$ cat config.mk
export PLATFORM = sky130hd
export DESIGN_NAME = capture_timer
export DESIGN_NICKNAME = d
export VERILOG_FILES = /design/src/rtl/capture_timer_pkg.sv /design/src/rtl/capture_timer_sync.sv /design/src/rtl/capture_timer_counter.sv /design/src/rtl/capture_timer_capture.sv /design/src/rtl/capture_timer_regs.sv /design/src/rtl/capture_timer.sv
export SDC_FILE = /design/constraint.sdc
export NUM_CORES = 1
export LEC_CHECK = 0
export BUFFER_PORTS_ARGS = -buffer_cell sky130_fd_sc_hd__buf_2
export CORE_AREA = 8 8 91 93
export DETAILED_ROUTE_END_ITERATION = 7
export DIE_AREA = 0 0 99 101
export PLACE_DENSITY = 0.62
export SYNTH_ARGS = -nofsm -noshare
export SYNTH_HDL_FRONTEND = slang
export SYNTH_SLANG_ARGS = --single-unit
$ cat constraint.sdc
create_clock -name clk -period 2.7 [get_ports clk]
set_clock_uncertainty 0.15 [all_clocks]
set_input_delay 0.135 -clock clk [delete_from_list [all_inputs] [get_ports clk]]
set_output_delay 0.135 -clock clk [all_outputs]
set_load 0.05 [all_outputs]
$ cat src/rtl/capture_timer_pkg.sv
package capture_timer_pkg;

  // Register offsets; capture bytes sit at adjacent addresses so either
  // address decodes as a capture trigger.
  typedef enum logic [2:0] {
    RA_CTRL    = 3'd0,
    RA_STATUS  = 3'd1,
    RA_PRE_LO  = 3'd2,
    RA_PRE_HI  = 3'd3,
    RA_CNT_LO  = 3'd4,
    RA_CNT_HI  = 3'd5,
    RA_CAP_LO  = 3'd6,
    RA_CAP_HI  = 3'd7
  } reg_addr_e;

  localparam int unsigned RUN_BIT  = 0;
  localparam int unsigned DONE_BIT = 0;

  function automatic logic is_preset(input logic [2:0] a);
    return (a == RA_PRE_LO) || (a == RA_PRE_HI);
  endfunction

  function automatic logic is_capture(input logic [2:0] a);
    return (a == RA_CAP_LO) || (a == RA_CAP_HI);
  endfunction

endpackage

$ cat src/rtl/capture_timer_sync.sv
module capture_timer_sync #(
  parameter int unsigned STAGES = 2
) (
  input  logic clk,
  input  logic rst_n,
  input  logic pin_async,
  output logic pin_rise
);

  logic [STAGES-1:0] chain_q;
  logic              last_q;

  generate
    for (genvar s = 0; s < STAGES; s++) begin : g_stage
      if (s == 0) begin : g_first
        always_ff @(posedge clk or negedge rst_n) begin
          if (!rst_n) chain_q[s] <= 1'b0;
          else        chain_q[s] <= pin_async;
        end
      end else begin : g_next
        always_ff @(posedge clk or negedge rst_n) begin
          if (!rst_n) chain_q[s] <= 1'b0;
          else        chain_q[s] <= chain_q[s-1];
        end
      end
    end
  endgenerate

  always_ff @(posedge clk or negedge rst_n) begin
    if (!rst_n) last_q <= 1'b0;
    else        last_q <= chain_q[STAGES-1];
  end

  assign pin_rise = chain_q[STAGES-1] & ~last_q;

  AST_RISE_SINGLE: assert property (@(posedge clk) disable iff (!rst_n)
    pin_rise |=> !pin_rise);

endmodule

$ cat src/rtl/capture_timer_counter.sv
module capture_timer_counter #(
  parameter int unsigned CNT_W = 16
) (
  input  logic             clk,
  input  logic             rst_n,
  input  logic             run,
  input  logic             preset_wr,
  output logic [CNT_W-1:0] count
);

  logic             clear_evt;
  logic [CNT_W-1:0] count_q;

  function automatic logic [CNT_W-1:0] step(input logic [CNT_W-1:0] c);
    return c + {{(CNT_W-1){1'b0}}, 1'b1};
  endfunction

  assign clear_evt = preset_wr & ~run;

  always_ff @(posedge clk or negedge rst_n) begin
    if (!rst_n)         count_q <= '0;
    else if (clear_evt) count_q <= '0;
    else if (run)       count_q <= step(count_q);
  end

  assign count = count_q;

  AST_COUNT_STEP: assert property (@(posedge clk) disable iff (!rst_n)
    run |=> (count == step($past(count))));
  AST_STOP_HOLDS: assert property (@(posedge clk) disable iff (!rst_n)
    (!run && !preset_wr) |=> $stable(count));
  AST_STOP_CLEAR: assert property (@(posedge clk) disable iff (!rst_n)
    (!run && preset_wr) |=> (count == '0));
  AST_RUN_PRESET: assert property (@(posedge clk) disable iff (!rst_n)
    (run && preset_wr) |=> (count == step($past(count))));

endmodule

$ cat src/rtl/capture_timer_capture.sv
module capture_timer_capture #(
  parameter int unsigned CNT_W = 16
) (
  input  logic             clk,
  input  logic             rst_n,
  input  logic [CNT_W-1:0] count,
  input  logic             hw_trig,
  input  logic             sw_trig,
  input  logic             done_clr,
  output logic [CNT_W-1:0] cap_value,
  output logic             done_flag,
  output logic             irq_pulse
);

  logic             cap_fire;
  logic [CNT_W-1:0] cap_q;
  logic             done_q;
  logic             irq_q;

  assign cap_fire = hw_trig | sw_trig;

  always_ff @(posedge clk or negedge rst_n) begin
    if (!rst_n)        cap_q <= '0;
    else if (cap_fire) cap_q <= count;
  end

  // A new capture in the same cycle as a clear keeps the flag set.
  always_ff @(posedge clk or negedge rst_n) begin
    if (!rst_n)        done_q <= 1'b0;
    else if (cap_fire) done_q <= 1'b1;
    else if (done_clr) done_q <= 1'b0;
  end

  always_ff @(posedge clk or negedge rst_n) begin
    if (!rst_n) irq_q <= 1'b0;
    else        irq_q <= cap_fire;
  end

  assign cap_value = cap_q;
  assign done_flag = done_q;
  assign irq_pulse = irq_q;

  AST_CAPTURE_LOAD: assert property (@(posedge clk) disable iff (!rst_n)
    cap_fire |=> (cap_value == $past(count)));
  AST_CAPTURE_HOLD: assert property (@(posedge clk) disable iff (!rst_n)
    !cap_fire |=> $stable(cap_value));
  AST_IRQ_MARKS_DONE: assert property (@(posedge clk) disable iff (!rst_n)
    irq_pulse |-> done_flag);
  AST_IRQ_FROM_FIRE: assert property (@(posedge clk) disable iff (!rst_n)
    irq_pulse |-> $past(cap_fire));

endmodule

$ cat src/rtl/capture_timer_regs.sv
module capture_timer_regs
  import capture_timer_pkg::*;
#(
  parameter int unsigned CNT_W  = 16,
  parameter int unsigned BYTE_W = 8
) (
  input  logic              clk,
  input  logic              rst_n,
  input  logic              bus_sel,
  input  logic              bus_wr,
  input  logic [2:0]        bus_addr,
  input  logic [BYTE_W-1:0] bus_wdata,
  output logic [BYTE_W-1:0] bus_rdata,
  input  logic [CNT_W-1:0]  count,
  input  logic [CNT_W-1:0]  cap_value,
  input  logic              done_flag,
  output logic              run,
  output logic              preset_wr,
  output logic              sw_trig,
  output logic              done_clr
);

  localparam int unsigned HI_W = CNT_W - BYTE_W;

  logic              wr_en;
  logic              rd_en;
  logic              ctrl_wr;
  logic              hold_load;
  logic              run_q;
  logic [CNT_W-1:0]  preset_q;
  logic [HI_W-1:0]   hold_q;

  function automatic logic [BYTE_W-1:0] lo_byte(input logic [CNT_W-1:0] v);
    return v[BYTE_W-1:0];
  endfunction

  function automatic logic [BYTE_W-1:0] hi_byte(input logic [CNT_W-1:0] v);
    return v[CNT_W-1 -: BYTE_W];
  endfunction

  assign wr_en     = bus_sel & bus_wr;
  assign rd_en     = bus_sel & ~bus_wr;
  assign ctrl_wr   = wr_en & (bus_addr == RA_CTRL);
  assign preset_wr = wr_en & is_preset(bus_addr);
  assign sw_trig   = wr_en & is_capture(bus_addr);
  assign done_clr  = wr_en & (bus_addr == RA_STATUS) & bus_wdata[DONE_BIT];
  assign hold_load = rd_en & (bus_addr == RA_CNT_LO);

  always_ff @(posedge clk or negedge rst_n) begin
    if (!rst_n)       run_q <= 1'b0;
    else if (ctrl_wr) run_q <= bus_wdata[RUN_BIT];
  end

  always_ff @(posedge clk or negedge rst_n) begin
    if (!rst_n) begin
      preset_q <= '0;
    end else if (wr_en && bus_addr == RA_PRE_LO) begin
      preset_q[BYTE_W-1:0] <= bus_wdata;
    end else if (wr_en && bus_addr == RA_PRE_HI) begin
      preset_q[CNT_W-1 -: BYTE_W] <= bus_wdata;
    end
  end

  always_ff @(posedge clk or negedge rst_n) begin
    if (!rst_n)         hold_q <= '0;
    else if (hold_load) hold_q <= count[CNT_W-1:BYTE_W];
  end

  always_comb begin
    bus_rdata = '0;
    unique case (bus_addr)
      RA_CTRL:   bus_rdata[RUN_BIT]  = run_q;
      RA_STATUS: bus_rdata[DONE_BIT] = done_flag;
      RA_PRE_LO: bus_rdata = lo_byte(preset_q);
      RA_PRE_HI: bus_rdata = hi_byte(preset_q);
      RA_CNT_LO: bus_rdata = lo_byte(count);
      RA_CNT_HI: bus_rdata = hold_q[BYTE_W-1:0];
      RA_CAP_LO: bus_rdata = lo_byte(cap_value);
      RA_CAP_HI: bus_rdata = hi_byte(cap_value);
      default:   bus_rdata = '0;
    endcase
  end

  assign run = run_q;

  AST_HOLD_SAMPLE: assert property (@(posedge clk) disable iff (!rst_n)
    hold_load |=> (hold_q == $past(count[CNT_W-1:BYTE_W])));
  AST_HOLD_STEADY: assert property (@(posedge clk) disable iff (!rst_n)
    !hold_load |=> $stable(hold_q));
  AST_RUN_FROM_CTRL: assert property (@(posedge clk) disable iff (!rst_n)
    !ctrl_wr |=> $stable(run));

endmodule

$ cat src/rtl/capture_timer.sv
module capture_timer #(
  parameter int unsigned CNT_W       = 16,
  parameter int unsigned BYTE_W      = 8,
  parameter int unsigned SYNC_STAGES = 2
) (
  input  logic              clk,
  input  logic              rst_n,
  input  logic              bus_sel,
  input  logic              bus_wr,
  input  logic [2:0]        bus_addr,
  input  logic [BYTE_W-1:0] bus_wdata,
  output logic [BYTE_W-1:0] bus_rdata,
  input  logic              cap_pin,
  output logic              cap_irq
);

  logic             run;
  logic             preset_wr;
  logic             sw_trig;
  logic             hw_trig;
  logic             done_clr;
  logic             done_flag;
  logic [CNT_W-1:0] count;
  logic [CNT_W-1:0] cap_value;

  capture_timer_regs #(.CNT_W(CNT_W), .BYTE_W(BYTE_W)) u_regs (
    .clk       (clk),
    .rst_n     (rst_n),
    .bus_sel   (bus_sel),
    .bus_wr    (bus_wr),
    .bus_addr  (bus_addr),
    .bus_wdata (bus_wdata),
    .bus_rdata (bus_rdata),
    .count     (count),
    .cap_value (cap_value),
    .done_flag (done_flag),
    .run       (run),
    .preset_wr (preset_wr),
    .sw_trig   (sw_trig),
    .done_clr  (done_clr)
  );

  capture_timer_counter #(.CNT_W(CNT_W)) u_counter (
    .clk       (clk),
    .rst_n     (rst_n),
    .run       (run),
    .preset_wr (preset_wr),
    .count     (count)
  );

  capture_timer_sync #(.STAGES(SYNC_STAGES)) u_sync (
    .clk       (clk),
    .rst_n     (rst_n),
    .pin_async (cap_pin),
    .pin_rise  (hw_trig)
  );

  capture_timer_capture #(.CNT_W(CNT_W)) u_capture (
    .clk       (clk),
    .rst_n     (rst_n),
    .count     (count),
    .hw_trig   (hw_trig),
    .sw_trig   (sw_trig),
    .done_clr  (done_clr),
    .cap_value (cap_value),
    .done_flag (done_flag),
    .irq_pulse (cap_irq)
  );

  AST_RESET_QUIET: assert property (@(posedge clk) disable iff (!rst_n)
    $rose(rst_n) |-> !cap_irq);

endmodule

# Word-level counts from Yosys, hierarchy flattened
# Cells that the tools add are included.
[word_totals] regBits=62 output_inout_bits=9 word_cells=48
[op_classes] add_sub_neg=1 eq_ne=7 mux=6 n_bitwise=15 reduce_logical=8
[op_table] cell="$pmux W7 S6" count=1
[op_table] cell="$mux W16" count=2
[op_table] cell="$add A16 B1 Y16 const B" count=1
[op_table] cell="$eq A3 B3 Y1 const B" count=4
[op_table] cell="$and A1 B1 Y1" count=10
[op_table] cell="$pmux W1 S8" count=1
[op_table] cell="$eq A3 B2 Y1 const B" count=2
[op_table] cell="$not A1 Y1" count=4
[op_table] cell="$reduce_bool A2 Y1" count=2
[op_table] cell="$eq A3 B1 Y1 const B" count=1
[op_table] cell="$logic_not A3 Y1" count=1
[op_table] cell="$logic_and A1 B1 Y1" count=2
[op_table] cell="$logic_or A1 B1 Y1" count=2
[op_table] cell="$mux W1" count=2
[op_table] cell="$reduce_and A2 Y1" count=1
[op_table] cell="$or A1 B1 Y1" count=1

# Longest topological paths before layout
# Gate-level depths: netlist of the first run.
[logic_depth] ltp_word=5 ltp_mapped=6

# By module
# Synthesis of the first run repeated with hierarchy kept, for this count alone.
[hier_totals] hier_cells=236 area_unflattened_um2=3080.5
[by_module_without_submodules] module="capture_timer_regs" instances=1 cells_per_inst=114 area_each_um2=1442.6 seq_area_each_um2=625.6
[by_module_without_submodules] module="capture_timer_counter" instances=1 cells_per_inst=79 area_each_um2=844.6 seq_area_each_um2=400.4
[by_module_without_submodules] module="capture_timer_capture" instances=1 cells_per_inst=39 area_each_um2=704.4 seq_area_each_um2=450.4
[by_module_without_submodules] module="capture_timer_sync" instances=1 cells_per_inst=4 area_each_um2=88.8 seq_area_each_um2=75.1

# Least setup slack after synthesis of the first run
# No wires, ideal clock.
[synth_timing] kind="input to output" start="in bus_addr[0]" end="out bus_rdata[4]" arrival_ps=1708 path_slack_ps=707 stages=4 path_buffers=2 cell_sequence="buf_2 -> buf_4 -> mux2i_1 -> o21ai_0"
[synth_between] elab_chain_cells=2
[synth_rtl] item="from (decl)" line="capture_timer.sv:10" rtl="input logic [2:0] bus_addr,"
[synth_rtl] item="$eq A3 B3 Y1 / $eq A3 B2 Y1 (equally long branches)" line="capture_timer_regs.sv:71" rtl="unique case (bus_addr)"
[synth_rtl] item="$pmux W7 S6 (*)" line="capture_timer_regs.sv:71"
[synth_rtl] item="to (decl)" line="capture_timer.sv:12" rtl="output logic [BYTE_W-1:0] bus_rdata,"
# Every way passes the cells marked *; elsewhere a longest branch is shown, timed or not.

# Final worst setup path of the first run
[layout_timing] start="reg u_regs.run_q, in the netlist u_regs.run" end="out bus_rdata[0]"
[layout_between] elab_chain_cells=1
[layout_rtl] item="from (decl)" line="capture_timer_regs.sv:29" rtl="logic run_q;"
[layout_rtl] item="from (signal assigned)" line="capture_timer_regs.sv:51" rtl="else if (ctrl_wr) run_q <= bus_wdata[RUN_BIT];"
[layout_rtl] item="$pmux W1 S8" line="capture_timer_regs.sv:71"
# Every way passes these cells.

==> run_results.csv, run 1 <==
group,metric,value,unit
cells_and_area,drive_above_1_share,35.4,%
pwr,vdd_drop_max,264,uV
placement,hpwl,3.98,mm
clocking,cts_resized,0,
die,core.rowCount,31,
grt,grt_pass1_wl,10.1,mm
logic_synthesis,yosys_warnings,0,
cells_and_area,final_area,0.00341,mm^2
setup_path,critPathKind,"flop to primary output",
logic_synthesis,ys_ff_latch,62,
logic_synthesis,synth_nets,248,
clocking,path_clk_slew,0.06,ns
routing,drc,0,
pwr,p_leak,1.58,nW
logic_synthesis,ys_seq_area_share,51.9,%
timing,setup_viol,0,
setup_path,critical_path.max_fanout,12,
timing,relSlewSlack,47.3,%
die,start_util,43.1,%
grt,grt_pass1_vias,1997,
clocking,clock_latency,0.33,ns
min_path,hp-start,"bus_wr",
routing,drt-initial-drc-count,86,
clocking,h-tree-depth,3,
routing,routed_wl,5.93,mm
die,die_w,99,um
setup_path,cp.arrival,1.84,ns
timing,tns,0,ns
min_path,hp-class,"input pin to flop",
timing,drv_slew,0,
grt,grt-ovfl-total,0,
clocking,clockBufferDepth,2,
logic_synthesis,netlist_area,0.00299,mm^2
die,coreArea,0.00694,mm^2
timing,setup_ws,0.576,ns
routing,num_vias,1950,
logic_synthesis,avgSynthCellArea,12.9,um^2
setup_path,rr_startpoint,"u_counter.count[1]",
logic_synthesis,ys_types,38,
clocking,cts_made_buffers,9,
logic_synthesis,synth_edf_count,0,
setup_path,cp-start-kind,"flop",
pwr,p_per_area,725,mW/mm^2
die,dieHeight,101,um
placement,placed_area,0.00314,mm^2
clocking,cts_sinks,62,
routing,drt-pass1-iter-count,4,
cells_and_area,syn2layout_area_growth,13.9,%
clocking,cts_tree,"yes",
timing,fmax,471,MHz
setup_path,setup.worst_path.start,"u_regs.run",
grt,grt_max_degree,63,
cells_and_area,num-nets-final,284,
setup_path,critPathCaptureType,"primary output",
logic_synthesis,synth_ff_type,"dfrtp_1",
setup_path,cp.required,2.41,ns
routing,vias_per_cell,5.52,
flow_run,drv_cap,0,
timing,rsz0062_at_grt,"false",
timing,hold_viol_final,0,
routing,post_drt_wl_per_cell,16.8,um
timing,tightest_slew,0.791,ns
grt,track_usage,13.1,%
routing,ant_nets,0,
placement,place_ws,0.699,ns
status,status,"finished clean",
placement,io_buffers,24,
die,die_area,0.0100,mm^2
placement,place.gp.congestion,0.706,
die,io_pins,25,
clocking,ctsRootBufferMaster,"clkbuf_8",
timing,finalCritPeriodShare,78.7,%
timing,post-route-min-period,2.12,ns
cells_and_area,num_antenna_cells,0,
logic_synthesis,synthArstFlopShare,100,%
logic_synthesis,synthCells,231,
grt,grt_antenna_before_repair,0,
==> Yosys cell counts, types with 3 or more instances <==
library cell	instances	share of area, %
buf_6	3	1.1
buf_2	4	0.67
nand2_1	20	2.5
mux2i_1	10	3.3
dfrtp_1	62	52
a22o_1	3	0.88
nand3_1	13	2.2
mux2_4	8	4.0
inv_1	3	0.38
a21oi_1	7	1.2
mux2_2	38	14
and3_1	3	0.63
nand3b_1	3	0.75
mux4_2	5	3.8
nor2_1	4	0.50
o21ai_0	16	2.7
==> layout make-up <==
| class | count | area (um^2) |
|---|---|---|
| flip-flops and latches | 62 | 1550 |
| inverters | 4 | 15.0 |
| clock buffers | 14 | 163 |
| repair buffers | 35 | 228 |
| well taps | 82 | 103 |
| fillers | 610 | 3540 |
| multi-input cells | 155 | 1340 |
| clock inverters | 1 | 5.00 |
==> flip-flops by register name, summed over array words and instances, names as in the netlist <==
register             flops
u_capture.cap_value     16
u_capture.done_flag      1
u_capture.irq_pulse      1
u_counter.count         16
u_regs.hold_q            8
u_regs.preset_q         16
u_regs.run               1
u_sync.chain_q           2
u_sync.last_q            1
==> where the power goes <==
part / internal (W) / leakage (nW) / switching (W)
Clock: 0.000378 / 0.0865 / 0.000335
Combinational: 0.000262 / 0.692 / 0.000254
Sequential: 0.00110 / 0.803 / 0.000139
Total: 0.00174 / 1.58 / 0.000728
==> metrics by stage <==
step / hold slack (ns) / util [%] / power [W] / cells
6_report: 0.190 / 49.1 / 0.00247 / 353
3_5_place_dp: 0.0996 / 45.2 / 0.00177 / 328
2_1_floorplan: -0.311 / - / 0.00162 / 231
5_1_grt: 0.192 / 49.1 / 0.00261 / 353
3_3_place_gp: 0.0931 / 45.2 / 0.00175 / 328
4_1_cts: 0.175 / 49.1 / 0.00250 / 353
==> timing repair <==
item / 4_1_cts / 5_1_grt
setup buffers: 0 / 0
endpoints found under the hold margin: 80 / 0
hold buffers: 10 / 0
==> cell families after synthesis <==
logic type / share of synthesized area, %
multiplexers: 26.3
flip-flops: 51.9
AND/OR/NAND/NOR: 11.2
AO/OA/AOI/OAI: 6.95
buffers and inverters: 3.26
adder cells (fa/ha/maj): 0.418
==> metal layers <==
layer	routed length (um)	GRT usage, %
met5	0	0
met4	171	8.50
met3	153	2.56
met1	2840	16.4
met2	2770	20.2
==> final timing paths <==
path / slack (ns) / endpoint / cells past startpoint
max: 0.58 / bus_rdata[0] / 3
max in group asynchronous: 1.53 / u_regs.preset_q[7] / 3
max reg2reg: 0.99 / u_counter.count[12] / 5
min: 0.19 / u_capture.done_flag / 4
min reg2reg: 0.20 / u_sync.chain_q[1] / 0
min in group asynchronous: 0.35 / u_sync.chain_q[0] / 3
==> critical path, cell delays in order (launching register included) <==
cell and delay [ns]:
dfrtp_1 0.49, mux4_1 0.54, mux2_2 0.27, buf_2 0.21
==> placed cells by master, fill, tap and decap left out, types with 4 or more instances in the layout <==
| cell | synthesis | layout |
|---|---|---|
| nand2_1 | 20 | 20 |
| clkbuf_8 | 1 | 11 |
| mux2_4 | 8 | 8 |
| a21oi_1 | 7 | 7 |
| dfrtp_1 | 62 | 62 |
| nor2_1 | 4 | 4 |
| o21ai_0 | 16 | 16 |
| mux4_2 | 5 | 5 |
| mux2i_1 | 10 | 10 |
| buf_2 | 4 | 24 |
| mux2_2 | 38 | 38 |
| nand3_1 | 13 | 13 |
| dlygate4sd3_1 | 0 | 10 |
Power figures use the tool's default switching activity.
==> run 2, diff against run 1 <==
- clock period: 2.7 -> 2.02 ns (I/O delays scaled with it)
==> run 2 against run 1 <==
Register-to-register slack got worse by 0.75 ns. Critical path depth did not move. Total power rose by 43%. Global-route usage rose by 0.64 points. Setup slack got worse by 0.53 ns. Via count rose by 2.1%. Routed wire length rose by 2.3%. Die area did not move. Worst hold slack got worse by 0.035 ns. Combinational power rose by 50%. Sequential power rose by 31%. Critical path type unchanged. Critical endpoint unchanged.
==> run_results.csv, run 2 (synthesis results as in run 1) <==
group,metric,value,unit
min_path,hp-class,"input pin to flop",
cells_and_area,syn2layout_area_growth,18.4,%
setup_path,cp-start-kind,"flop",
die,io_pins,25,
die,die_area,0.0100,mm^2
routing,ant_nets,0,
pwr,p_per_area,999,mW/mm^2
timing,drv_slew,0,
clocking,cts_made_buffers,9,
grt,track_usage,13.7,%
placement,io_buffers,24,
timing,hold_viol_final,0,
setup_path,cp.arrival,1.72,ns
setup_path,critPathCaptureType,"primary output",
pwr,p_leak,1.65,nW
routing,drt-pass1-iter-count,4,
grt,grt-ovfl-total,0,
clocking,path_clk_slew,0.07,ns
timing,post-route-min-period,1.97,ns
die,start_util,43.1,%
cells_and_area,num_antenna_cells,0,
clocking,cts_tree,"yes",
grt,grt_max_degree,27,
routing,drc,0,
timing,relSlewSlack,58.6,%
clocking,clock_latency,0.33,ns
setup_path,critPathKind,"flop to primary output",
timing,tns,0,ns
clocking,ctsRootBufferMaster,"clkbuf_8",
setup_path,cp.required,1.77,ns
setup_path,critical_path.max_fanout,4,
status,status,"finished clean",
timing,setup_viol,0,
timing,finalCritPeriodShare,97.5,%
cells_and_area,drive_above_1_share,38.6,%
placement,placed_area,0.00322,mm^2
timing,tightest_slew,0.621,ns
clocking,cts_sinks,62,
flow_run,drv_cap,0,
routing,routed_wl,6.07,mm
die,dieHeight,101,um
clocking,h-tree-depth,3,
routing,drt-initial-drc-count,70,
cells_and_area,final_area,0.00354,mm^2
cells_and_area,fillers,610,
clocking,clockBufferDepth,2,
grt,grt_pass1_vias,2151,
cells_and_area,num-nets-final,293,
die,coreArea,0.00694,mm^2
routing,post_drt_wl_per_cell,16.8,um
grt,grt_antenna_before_repair,0,
placement,place.gp.congestion,0.770,
timing,fmax,508,MHz
routing,vias_per_cell,5.50,
grt,grt_pass1_wl,10.8,mm
pwr,vdd_drop_max,313,uV
routing,num_vias,1990,
die,die_w,99,um
cells_and_area,layout_common_cells,"62 x dfrtp_1, 38 x mux2_2, 23 x buf_2, 20 x nand2_1, 16 x o21ai_0",
cells_and_area,final_common_cell,"dfrtp_1",
die,core.rowCount,31,
placement,hpwl,4.37,mm
timing,rsz0062_at_grt,"false",
==> run 2: changes by cell type in the layout (fill, tap and decap cells not counted), sizes merged <==
cell / before / now
clkbuf: 14 / 13
buf: 25 / 33
bufinv: 0 / 1
clkinvlp: 0 / 1
==> run 2: metal layers <==
layer	up-vias	GRT usage, %	share of wire (%)
met1	1014	17.6	49
li1	942	-	-
met4	0	8.38	2.7
met2	25	21.4	47
met3	9	2.14	1.8
met5	-	0	0
==> run 2: metrics by stage <==
step / total power, W / worst slack [ns] / util [%] / cells / hold WS, ns
3_3_place_gp: 0.00238 / 0.361 / 46.4 / 336 / -0.00438
3_5_place_dp: 0.00240 / 0.328 / 46.4 / 336 / -0.00194
4_1_cts: 0.00356 / 0.00876 / 50.9 / 361 / 0.133
2_1_floorplan: 0.00217 / 0.0907 / - / 231 / -0.345
6_report: 0.00354 / 0.0498 / 51.0 / 362 / 0.156
5_1_grt: 0.00374 / 0.00239 / 51.0 / 362 / 0.158
==> run 2: final timing paths <==
path,from,to,slack (ns),depth (start not counted)
min,bus_wr,u_capture.done_flag,0.16,4
min in group asynchronous,rst_n,u_regs.hold_q[0],0.17,2
max in group asynchronous,rst_n,u_capture.cap_value[5],0.94,3
max reg2reg,u_counter.count[0],u_counter.count[12],0.24,6
min reg2reg,u_sync.chain_q[0],u_sync.chain_q[1],0.22,0
max,u_counter.count[0],bus_rdata[0],0.05,3
==> run 2: layout make-up <==
class | count | area, um^2 | share of cell area [%]
clock buffers | 12 | 165 | 4.66
clock inverters | 3 | 42.5 | 1.20
inverters | 4 | 15.0 | 0.424
multi-input cells | 155 | 1340 | 37.9
flip-flops and latches | 62 | 1550 | 43.8
well taps | 82 | 103 | 2.90
repair buffers | 44 | 323 | 9.12
==> run 2: worst max-delay path, cell delays in order, from the launching register on <==
cell and delay (ns):
dfrtp_1 0.41, mux4_1 0.50, mux2_2 0.27, clkbuf_4 0.21
==> run 2: repair_timing <==
item,in CTS,in global routing
hold endpoints to repair,43,0
buffers inserted,0,1
endpoints found under the setup margin,0,1
hold buffers,10,0
resized for setup,0,1
==> run 2: where the power goes <==
| group | switching [W] | internal (W) | total, W | leakage [nW] |
|---|---|---|---|---|
| logic | 0.000378 | 0.000397 | 0.000774 | 0.745 |
| registers | 0.000163 | 0.00147 | 0.00163 | 0.803 |
| clock network | 0.000466 | 0.000662 | 0.00113 | 0.104 |
| total | 0.00101 | 0.00253 | 0.00354 | 1.65 |
